<file path="src/rtl/mt_pkg.sv">
package mt_pkg;
    localparam int ADDR_W = 4;

    localparam logic [ADDR_W-1:0] A_CTRL = 4'd0;
    localparam logic [ADDR_W-1:0] A_CNT  = 4'd1;
    localparam logic [ADDR_W-1:0] A_PCNT = 4'd2;
    localparam logic [ADDR_W-1:0] A_PSCL = 4'd3;
    localparam logic [ADDR_W-1:0] A_ACT  = 4'd4;
    localparam logic [ADDR_W-1:0] A_ICLR = 4'd5;
    localparam logic [ADDR_W-1:0] A_MODE = 4'd6;
    localparam logic [ADDR_W-1:0] A_PWM  = 4'd7;
    localparam int               A_MR0  = 8;
    localparam int               A_SH0  = 12;

    localparam int ACT_IRQ  = 0;
    localparam int ACT_RST  = 1;
    localparam int ACT_STOP = 2;
    localparam int ACT_SHD  = 3;
    localparam int ACT_W    = 4;

    localparam int MODE_CNT  = 0;
    localparam int MODE_RISE = 1;
    localparam int MODE_FALL = 2;
    localparam int MODE_SEL  = 3;
endpackage

</file>
<file path="src/rtl/mt_in_sync.sv">
module mt_in_sync #(
    parameter int NUM_IN = 2
) (
    input  logic              clk,
    input  logic              rst_n,
    input  logic [NUM_IN-1:0] din,
    output logic [NUM_IN-1:0] rise,
    output logic [NUM_IN-1:0] fall
);
    typedef struct packed {
        logic [NUM_IN-1:0] s1;
        logic [NUM_IN-1:0] s2;
        logic [NUM_IN-1:0] s3;
    } sync_t;

    sync_t sy_q, sy_d;

    always_comb begin
        sy_d    = sy_q;
        sy_d.s1 = din;
        sy_d.s2 = sy_q.s1;
        sy_d.s3 = sy_q.s2;
    end

    always_ff @(posedge clk or negedge rst_n) begin
        if (!rst_n) sy_q <= '0;
        else        sy_q <= sy_d;
    end

    assign rise = sy_q.s2 & ~sy_q.s3;
    assign fall = ~sy_q.s2 & sy_q.s3;
endmodule

</file>
<file path="src/rtl/mt_match_chan.sv">
module mt_match_chan #(
    parameter int CNT_W = 32
) (
    input  logic             clk,
    input  logic             rst_n,
    input  logic             mr_we,
    input  logic             sh_we,
    input  logic [CNT_W-1:0] wdata,
    input  logic             reload,
    input  logic             shd_en,
    input  logic             pwm_en,
    input  logic [CNT_W-1:0] tmr,
    input  logic             adv,
    output logic             hit,
    output logic             pin
);
    typedef struct packed {
        logic [CNT_W-1:0] mr;
        logic [CNT_W-1:0] sh;
        logic             tog;
    } chan_t;

    chan_t ch_q, ch_d;

    assign hit = adv && (tmr == ch_q.mr);

    always_comb begin
        ch_d = ch_q;
        if (hit)              ch_d.tog = ~ch_q.tog;
        if (reload && shd_en) ch_d.mr  = ch_q.sh;
        if (mr_we)            ch_d.mr  = wdata;
        if (sh_we)            ch_d.sh  = wdata;
    end

    always_ff @(posedge clk or negedge rst_n) begin
        if (!rst_n) ch_q <= '0;
        else        ch_q <= ch_d;
    end

    assign pin = pwm_en ? (tmr >= ch_q.mr) : ch_q.tog;
endmodule

</file>
<file path="src/rtl/pscl_match_timer.sv">
module pscl_match_timer
    import mt_pkg::*;
#(
    parameter int CNT_W  = 32,
    parameter int NUM_CH = 4,
    parameter int NUM_IN = 2
) (
    input  logic              clk,
    input  logic              rst_n,
    input  logic              wr_en,
    input  logic [ADDR_W-1:0] wr_addr,
    input  logic [CNT_W-1:0]  wr_data,
    input  logic [NUM_IN-1:0] cnt_in,
    output logic [CNT_W-1:0]  tmr_count,
    output logic [CNT_W-1:0]  pre_count,
    output logic              run,
    output logic [NUM_CH-1:0] match_pulse,
    output logic [NUM_CH-1:0] ext_match,
    output logic [NUM_CH-1:0] irq_flag
);
    localparam int SEL_W   = (NUM_IN > 1) ? $clog2(NUM_IN) : 1;
    localparam int ACT_TOT = NUM_CH * ACT_W;

    typedef struct packed {
        logic               run;
        logic               hold;
        logic [CNT_W-1:0]   tmr;
        logic [CNT_W-1:0]   pre;
        logic [CNT_W-1:0]   psc;
        logic [ACT_TOT-1:0] act;
        logic [NUM_CH-1:0]  pwm;
        logic               cmode;
        logic               rise_en;
        logic               fall_en;
        logic [SEL_W-1:0]   sel;
        logic [NUM_CH-1:0]  irq;
    } tmr_st_t;

    tmr_st_t st_q, st_d;

    logic [NUM_IN-1:0] in_rise, in_fall;
    logic              sel_rise, sel_fall;
    logic              tick, adv, reload, any_rst, any_stop;
    logic [NUM_CH-1:0] hit, irq_m, rst_m, stop_m, shd_m;

    mt_in_sync #(.NUM_IN(NUM_IN)) u_sync (
        .clk  (clk),
        .rst_n(rst_n),
        .din  (cnt_in),
        .rise (in_rise),
        .fall (in_fall)
    );

    always_comb begin
        sel_rise = 1'b0;
        sel_fall = 1'b0;
        for (int k = 0; k < NUM_IN; k++) begin
            if (SEL_W'(k) == st_q.sel) begin
                sel_rise = in_rise[k];
                sel_fall = in_fall[k];
            end
        end
    end

    assign tick = !st_q.cmode || (st_q.rise_en && sel_rise) || (st_q.fall_en && sel_fall);
    assign adv  = st_q.run && !st_q.hold && tick && (st_q.pre == st_q.psc);

    for (genvar i = 0; i < NUM_CH; i++) begin : g_ch
        assign irq_m[i]  = st_q.act[i*ACT_W + ACT_IRQ];
        assign rst_m[i]  = st_q.act[i*ACT_W + ACT_RST];
        assign stop_m[i] = st_q.act[i*ACT_W + ACT_STOP];
        assign shd_m[i]  = st_q.act[i*ACT_W + ACT_SHD];

        mt_match_chan #(.CNT_W(CNT_W)) u_chan (
            .clk   (clk),
            .rst_n (rst_n),
            .mr_we (wr_en && (wr_addr == ADDR_W'(A_MR0 + i))),
            .sh_we (wr_en && (wr_addr == ADDR_W'(A_SH0 + i))),
            .wdata (wr_data),
            .reload(reload),
            .shd_en(shd_m[i]),
            .pwm_en(st_q.pwm[i]),
            .tmr   (st_q.tmr),
            .adv   (adv),
            .hit   (hit[i]),
            .pin   (ext_match[i])
        );
    end

    assign any_rst  = |(hit & rst_m);
    assign any_stop = |(hit & stop_m);
    assign reload   = st_q.hold || any_rst;

    always_comb begin
        st_d = st_q;

        // counting path
        if (st_q.hold) begin
            st_d.tmr = '0;
            st_d.pre = '0;
        end else if (st_q.run && tick) begin
            if (st_q.pre == st_q.psc) begin
                st_d.pre = '0;
                if (any_rst)        st_d.tmr = '0;
                else if (!any_stop) st_d.tmr = st_q.tmr + 1'b1;
                if (any_stop)       st_d.run = 1'b0;
            end else begin
                st_d.pre = st_q.pre + 1'b1;
            end
        end

        st_d.irq = st_q.irq | (hit & irq_m);

        // bus writes override the counting path
        if (wr_en) begin
            case (wr_addr)
                A_CTRL: begin
                    st_d.run  = wr_data[0];
                    st_d.hold = wr_data[1];
                end
                A_CNT:  st_d.tmr = wr_data;
                A_PCNT: st_d.pre = wr_data;
                A_PSCL: st_d.psc = wr_data;
                A_ACT:  st_d.act = wr_data[ACT_TOT-1:0];
                A_ICLR: st_d.irq = (st_q.irq & ~wr_data[NUM_CH-1:0]) | (hit & irq_m);
                A_MODE: begin
                    st_d.cmode   = wr_data[MODE_CNT];
                    st_d.rise_en = wr_data[MODE_RISE];
                    st_d.fall_en = wr_data[MODE_FALL];
                    st_d.sel     = wr_data[MODE_SEL +: SEL_W];
                end
                A_PWM:  st_d.pwm = wr_data[NUM_CH-1:0];
                default: ;
            endcase
        end
    end

    always_ff @(posedge clk or negedge rst_n) begin
        if (!rst_n) st_q <= '0;
        else        st_q <= st_d;
    end

    assign tmr_count   = st_q.tmr;
    assign pre_count   = st_q.pre;
    assign run         = st_q.run;
    assign irq_flag    = st_q.irq;
    assign match_pulse = hit;
endmodule

</file>
<file path="config.mk">
export PLATFORM = sky130hd
export DESIGN_NAME = pscl_match_timer
export DESIGN_NICKNAME = d
export VERILOG_FILES = /design/src/rtl/mt_pkg.sv /design/src/rtl/mt_in_sync.sv /design/src/rtl/mt_match_chan.sv /design/src/rtl/pscl_match_timer.sv
export SDC_FILE = /design/constraint.sdc
export NUM_CORES = 1
export LEC_CHECK = 0
export BUFFER_PORTS_ARGS = -buffer_cell sky130_fd_sc_hd__buf_2
export CAP_MARGIN = 5
export CORE_ASPECT_RATIO = 0.7
export CORE_MARGIN = 5
export CORE_UTILIZATION = 55
export CTS_CLUSTER_DIAMETER = 120
export DETAILED_ROUTE_END_ITERATION = 7
export PLACE_DENSITY = 0.83
export SYNTH_ARGS = -nofsm -noshare
export SYNTH_HDL_FRONTEND = slang
export SYNTH_SLANG_ARGS = --single-unit
</file>
<file path="constraint.sdc">
create_clock -name clk -period 6.98 [get_ports clk]
set_clock_uncertainty 0.15 [all_clocks]
set_input_delay 1.396 -clock clk [delete_from_list [all_inputs] [get_ports clk]]
set_output_delay 1.396 -clock clk [all_outputs]
set_load 0.01 [all_outputs]
</file>
Yosys cells after proc, flatten, opt, wreduce, memory -nomap -nowiden
Cells that the tools add are included.

Add/sub/neg operators: 2. Magnitude comparators: 4. Equality and inequality tests: 20. Mux-type cells: 33. Bitwise gates (word level): 15. Reduce and logical (&&, ||, !) cells: 39.

Operators with widths (number): two-way mux 32 bit (15); == test 32 bit (5); >= comparator 32 bit (4); two-way mux 64 bit (2); two-way mux 126 bit (1); adder 32 x 1 -> 32 bit, second input constant (2); == test 4 bit, second input constant (8); logical AND 1 bit (22); AND 4 bit (4); == test 4 x 3 -> 1 bit, second input constant (4); two-way mux 16 bit (1); two-way mux 4 bit (3); two-way mux 1 bit (10); AND reduction 2 bit (5); == test 4 x 2 -> 1 bit, second input constant (2); bitwise OR 4 bit (2); nonzero test 2 bit (4); OR reduction 4 bit (2); AND 2 bit (2); == test 4 x 1 -> 1 bit, second input constant (1); zero test 4 bit (1); inverter 1 bit (4); inverter 2 bit (2); inverter 4 bit (1); other kinds (3) (6).

Bits in registers: 392. Input bits: 41. Output and inout bits: 77. Word-level logic and storage cells: 140.

Depth between registers and ports, before layout
Depth after elaboration: 18. Depth in mapped cells: 13. Mapped depth without buffers: 10.

Hierarchy
A second synthesis with hierarchy kept.

Cell total of the unflattened synthesis: 2070. Area total of the unflattened synthesis: 21544.4 µm².

By module, submodules not included: mt_match_chan at g_ch[0].u_chan ... (instances 3, cells each 324, area each 3500.9 µm², seq. area each 1626.6 µm²); pscl_match_timer (instances 1, cells each 764, area each 7340.8 µm², seq. area each 3153.0 µm²); mt_match_chan at g_ch[2].u_chan (instances 1, cells each 324, area each 3515.9 µm², seq. area each 1626.6 µm²); mt_in_sync (instances 1, cells each 10, area each 185.2 µm², seq. area each 150.1 µm²).

Least setup slack after synthesis
No wires, ideal clock.

Path type: register to output. Start: register st_q (netlist bit tmr_count[1]). End: output port ext_match[0]. Data arrival time: 2.003 ns. Required time: 5.434 ns. Slack: 3.431 ns. Cell stages (with the launch flop): 11. Buffers on the path: 1. Path through: dfrtp_1 ha_1 nor2b_1 o21a_1 o21a_1 o211ai_1 a21oi_1 a211o_1 a21oi_1 o21ai_0 buf_4.

Word-level cells in the longest chain between the ends: 2.

Ends and longest elaborated chain: from (decl) (RTL line pscl_match_timer.sv:39) `tmr_st_t st_q, st_d;`; from (signal assigned) (RTL line pscl_match_timer.sv:140) `else st_q <= st_d;`; >= comparator 32 bit (RTL line mt_match_chan.sv:40) `assign pin = pwm_en ? (tmr >= ch_q.mr) : ch_q.tog;`; two-way mux 1 bit (RTL line mt_match_chan.sv:40); to (decl) (RTL line pscl_match_timer.sv:18) `output logic [NUM_CH-1:0] ext_match,`.

Every way passes these cells.

Worst setup path in the final report
Start: register st_q (netlist bit tmr_count[28]). End: output port ext_match[3].

Same word-level chain as after synthesis.

==> flow_metrics.tcl <==
set metrics [dict create \
    critPathArrivalTime_ns 4.11 \
    timing.rr.start "tmr_count[28]$_DFF_PN0_" \
    endpoint_kind "output pin" \
    dp_slack_ns 1.64 \
    fp.dieW_microns 246 \
    crit_type "reg2out" \
    clockPowerShare_pct 28.2 \
    cts_buffer_depth 3 \
    antenna_found_initial 2 \
    fin_crit_sh_pct 81.0 \
    synth_seq_cells 392 \
    seqPwrFrac_pct 43.6 \
    synth_cells 2050 \
    start_util_pct 55.6 \
    switchingPower_uw 2690 \
    clock_latency_ns 0.57 \
    die_height_microns 175 \
    cts_tree "yes" \
    combPwrFrac_pct 28.2 \
    wl_per_cell_microns 22.6 \
    design_area_sq_um 23200 \
    min_path_type "reg2reg" \
    grt_pass1_vias 16000 \
    p_total_uw 7920 \
    final_nets 2202 \
    startpoint_type "register" \
    dr.first_iter.drc_count 1711 \
    numCtsBuffers 39 \
    hold_depth 0 \
    vias 15800 \
    power.internal_uw 5230 \
    worstHoldStart "u_sync.sy_d[2]$_DFF_PN0_" \
    cp.required_ns 5.43 \
    hold_end "u_sync.sy_d[0]$_DFF_PN0_" \
    synth_edf_count 0 \
    hpwlAfterDp_mm 39.9 \
    cts.htree.levels 2 \
    power_density_nw_per_um2 342 \
    finalSetupTns_ns 0 \
    gr-total-overflow 0 \
    hold_viol 0 \
    fillCellCount 3093 \
    synthArstFlopShare_pct 100 \
    postCtsHoldBufs 0 \
    core_area_sq_um 38400 \
    ios 118 \
    multi_input_area_sq_um 10100 \
    ant_nets 0 \
    synth_flop_cell "dfrtp_1" \
    status "finished, final reports clean" \
    synth_cell_types 54 \
    setup_ws_ns 1.32 \
    die_area_sq_um 43000 \
    track_usage_pct 27.0 \
    r2r_cells 10 \
    grt_max_degree 162 \
    grt_pass1_wl_mm 91.7 \
    wirelength_mm 58.5 \
    io_buffers 117 \
    remaining_drc_errors 0 \
    postSynthNetCount 2221 \
    yosysSeqAreaShare_pct 45.9 \
    timing.rr.end "g_ch[2].u_chan.ch_q[34]$_DFFE_PN0P_" \
    period_minus_slack_ns 5.66 \
    cts-root-buf "clkbuf_16" \
    post_cts_buffers 0 \
    rows 60 \
    vias_per_cell 6.08 \
    dr.pass1.iters 8 \
    switching_share_pct 34.0 \
    vdd_drop_max_mv 0.182 \
    drv_cap 0 \
    synth_area_per_cell_sq_um 10.4 \
    max_freq_mhz 177 \
    rsz0062_at_grt "no" \
    drv_slew 0 \
    synth_area_sq_um 21400 \
    p_leak_uw 0.0109 \
    path_max_fanout 9 \
    max-slew-margin-rel_pct 4.41 \
    cts_resized 0 \
    clkTransAtPathRegs_ns 0.06 \
    routabilityCongestion 0.943 \
    yosys_warnings 0 \
    utilization_pct 60.2 \
    drive_above_1_share_pct 20.1 \
    finalSetupViolations 0 \
    tightest_slew_ns 1.42 \
    dpl_cell_area_sq_um 21800 \
    clock-sinks 392 \
    area.sequential_sq_um 9810 \
    area_growth_pct 8.31 \
    r2r_setup_slack_ns 1.69 \
]
through the flow:
step	std cells	hold WS [ns]
floorplan	2050	0.181
global placement	2516	0.186
detailed placement	2516	0.190
CTS	2587	0.204
global route	2590	0.229
finish	2590	0.203
flip-flops by register name, indices dropped and copies added, names as in the netlist, 32 cells and up:
signal / cells
g_ch.u_chan.ch_q: 260
st_q: 45
tmr_count: 32
pre_count: 32
per-layer routing:
layer  share of wire, %  global-route usage [%]  vias up
li1                   -                       -     6996
met2                 46                    42.8      731
met3                8.5                    5.40      189
met4                4.6                    10.9        0
met5                  0                       0        -
met1                 41                    36.7     7843
how the worst max path moves through the flow:
stage / end / start / slack (ns)
after detailed placement: g_ch[3].u_chan.ch_q[33]$_DFFE_PN0P_ / tmr_count[28]$_DFF_PN0_ / 1.64
after global placement: g_ch[3].u_chan.ch_q[37]$_DFFE_PN0P_ / tmr_count[28]$_DFF_PN0_ / 1.84
after global routing: ext_match[3] / tmr_count[28]$_DFF_PN0_ / 1.40
after floorplan: ext_match[0] / tmr_count[1]$_DFF_PN0_ / 3.43
final: ext_match[3] / tmr_count[28]$_DFF_PN0_ / 1.32
after CTS: g_ch[3].u_chan.ch_q[42]$_DFFE_PN0P_ / tmr_count[28]$_DFF_PN0_ / 1.46
synth_stat cells (5+ instances only):
library cell  instances  share of area, %
o21ai_0              51               1.2
nand2_1             114               2.0
buf_1                16              0.28
nor2_1              167               2.9
o31ai_1              28              0.98
nor3_2                8              0.37
xor2_1               36               1.5
nor2b_1               8              0.23
xnor2_1              62               2.5
inv_1               139               2.4
a22o_1                5              0.20
o21a_1               10              0.35
nor4_1                9              0.26
mux2i_1             129               6.0
nand4_1              57               1.7
a21oi_1             165               3.9
clkbuf_1             90               1.6
nand3_1              33              0.77
and3_1               19              0.56
and4_1                9              0.37
a21o_1               36               1.3
buf_4                76               2.7
ha_1                130               7.6
nand2b_1              5              0.15
dfrtp_1             392                46
nor3_1               11              0.26
buf_2                 6              0.14
mux2_2              186               9.8
final cells by class:
type | count | area share (%)
antenna | 2 | 0.0216
clock buffer | 56 | 4.92
clock inverter | 15 | 0.875
inverter | 139 | 2.25
multi-input combinational | 1329 | 43.6
sequential | 392 | 42.4
tap | 527 | 2.85
timing repair buffer | 130 | 3.13
cells by family after synthesis:
| logic type | Yosys count | share of synthesized area [%] |
|---|---|---|
| muxes | 315 | 15.8 |
| AOI/OAI and AO/OA | 323 | 8.96 |
| DFF | 392 | 45.9 |
| xor gates and xnor gates | 98 | 4.02 |
| buffers and inverters | 329 | 7.22 |
| and+or+nand+nor | 463 | 10.5 |
| adders and majority gates | 130 | 7.61 |
power by group through the flow:
stage          registers (uW)  logic, uW  clock network (uW)
6_report                 3450       2230                2230
5_1_grt                  3520       2520                2350
3_3_place_gp             3430       2050                   0
4_1_cts                  3440       2210                2250
3_5_place_dp             3470       2200                   0
2_1_floorplan            3300       1680                   0
critical path, stage by stage (launching register included):
cell	delay, ns
dfrtp_1	0.55
ha_1	0.40
nand4_1	0.19
nor4_1	1.22
o21ai_0	0.56
a21oi_1	0.43
buf_2	0.20
cells in the final DEF, fill, tap and decap left out, drive strengths merged, types with 11 or more instances in the layout:
master,instances
xnor2,62
o31ai,31
nor4,11
mux2,186
dfrtp,392
ha,130
o21ai,55
clkbuf,56
nand2,114
mux2i,129
xor2,36
inv,139
nor3,19
nand3,34
and3,19
buf,130
a21oi,165
nand4,57
nor2,167
a21o,36
Power figures use the tool's default switching activity.
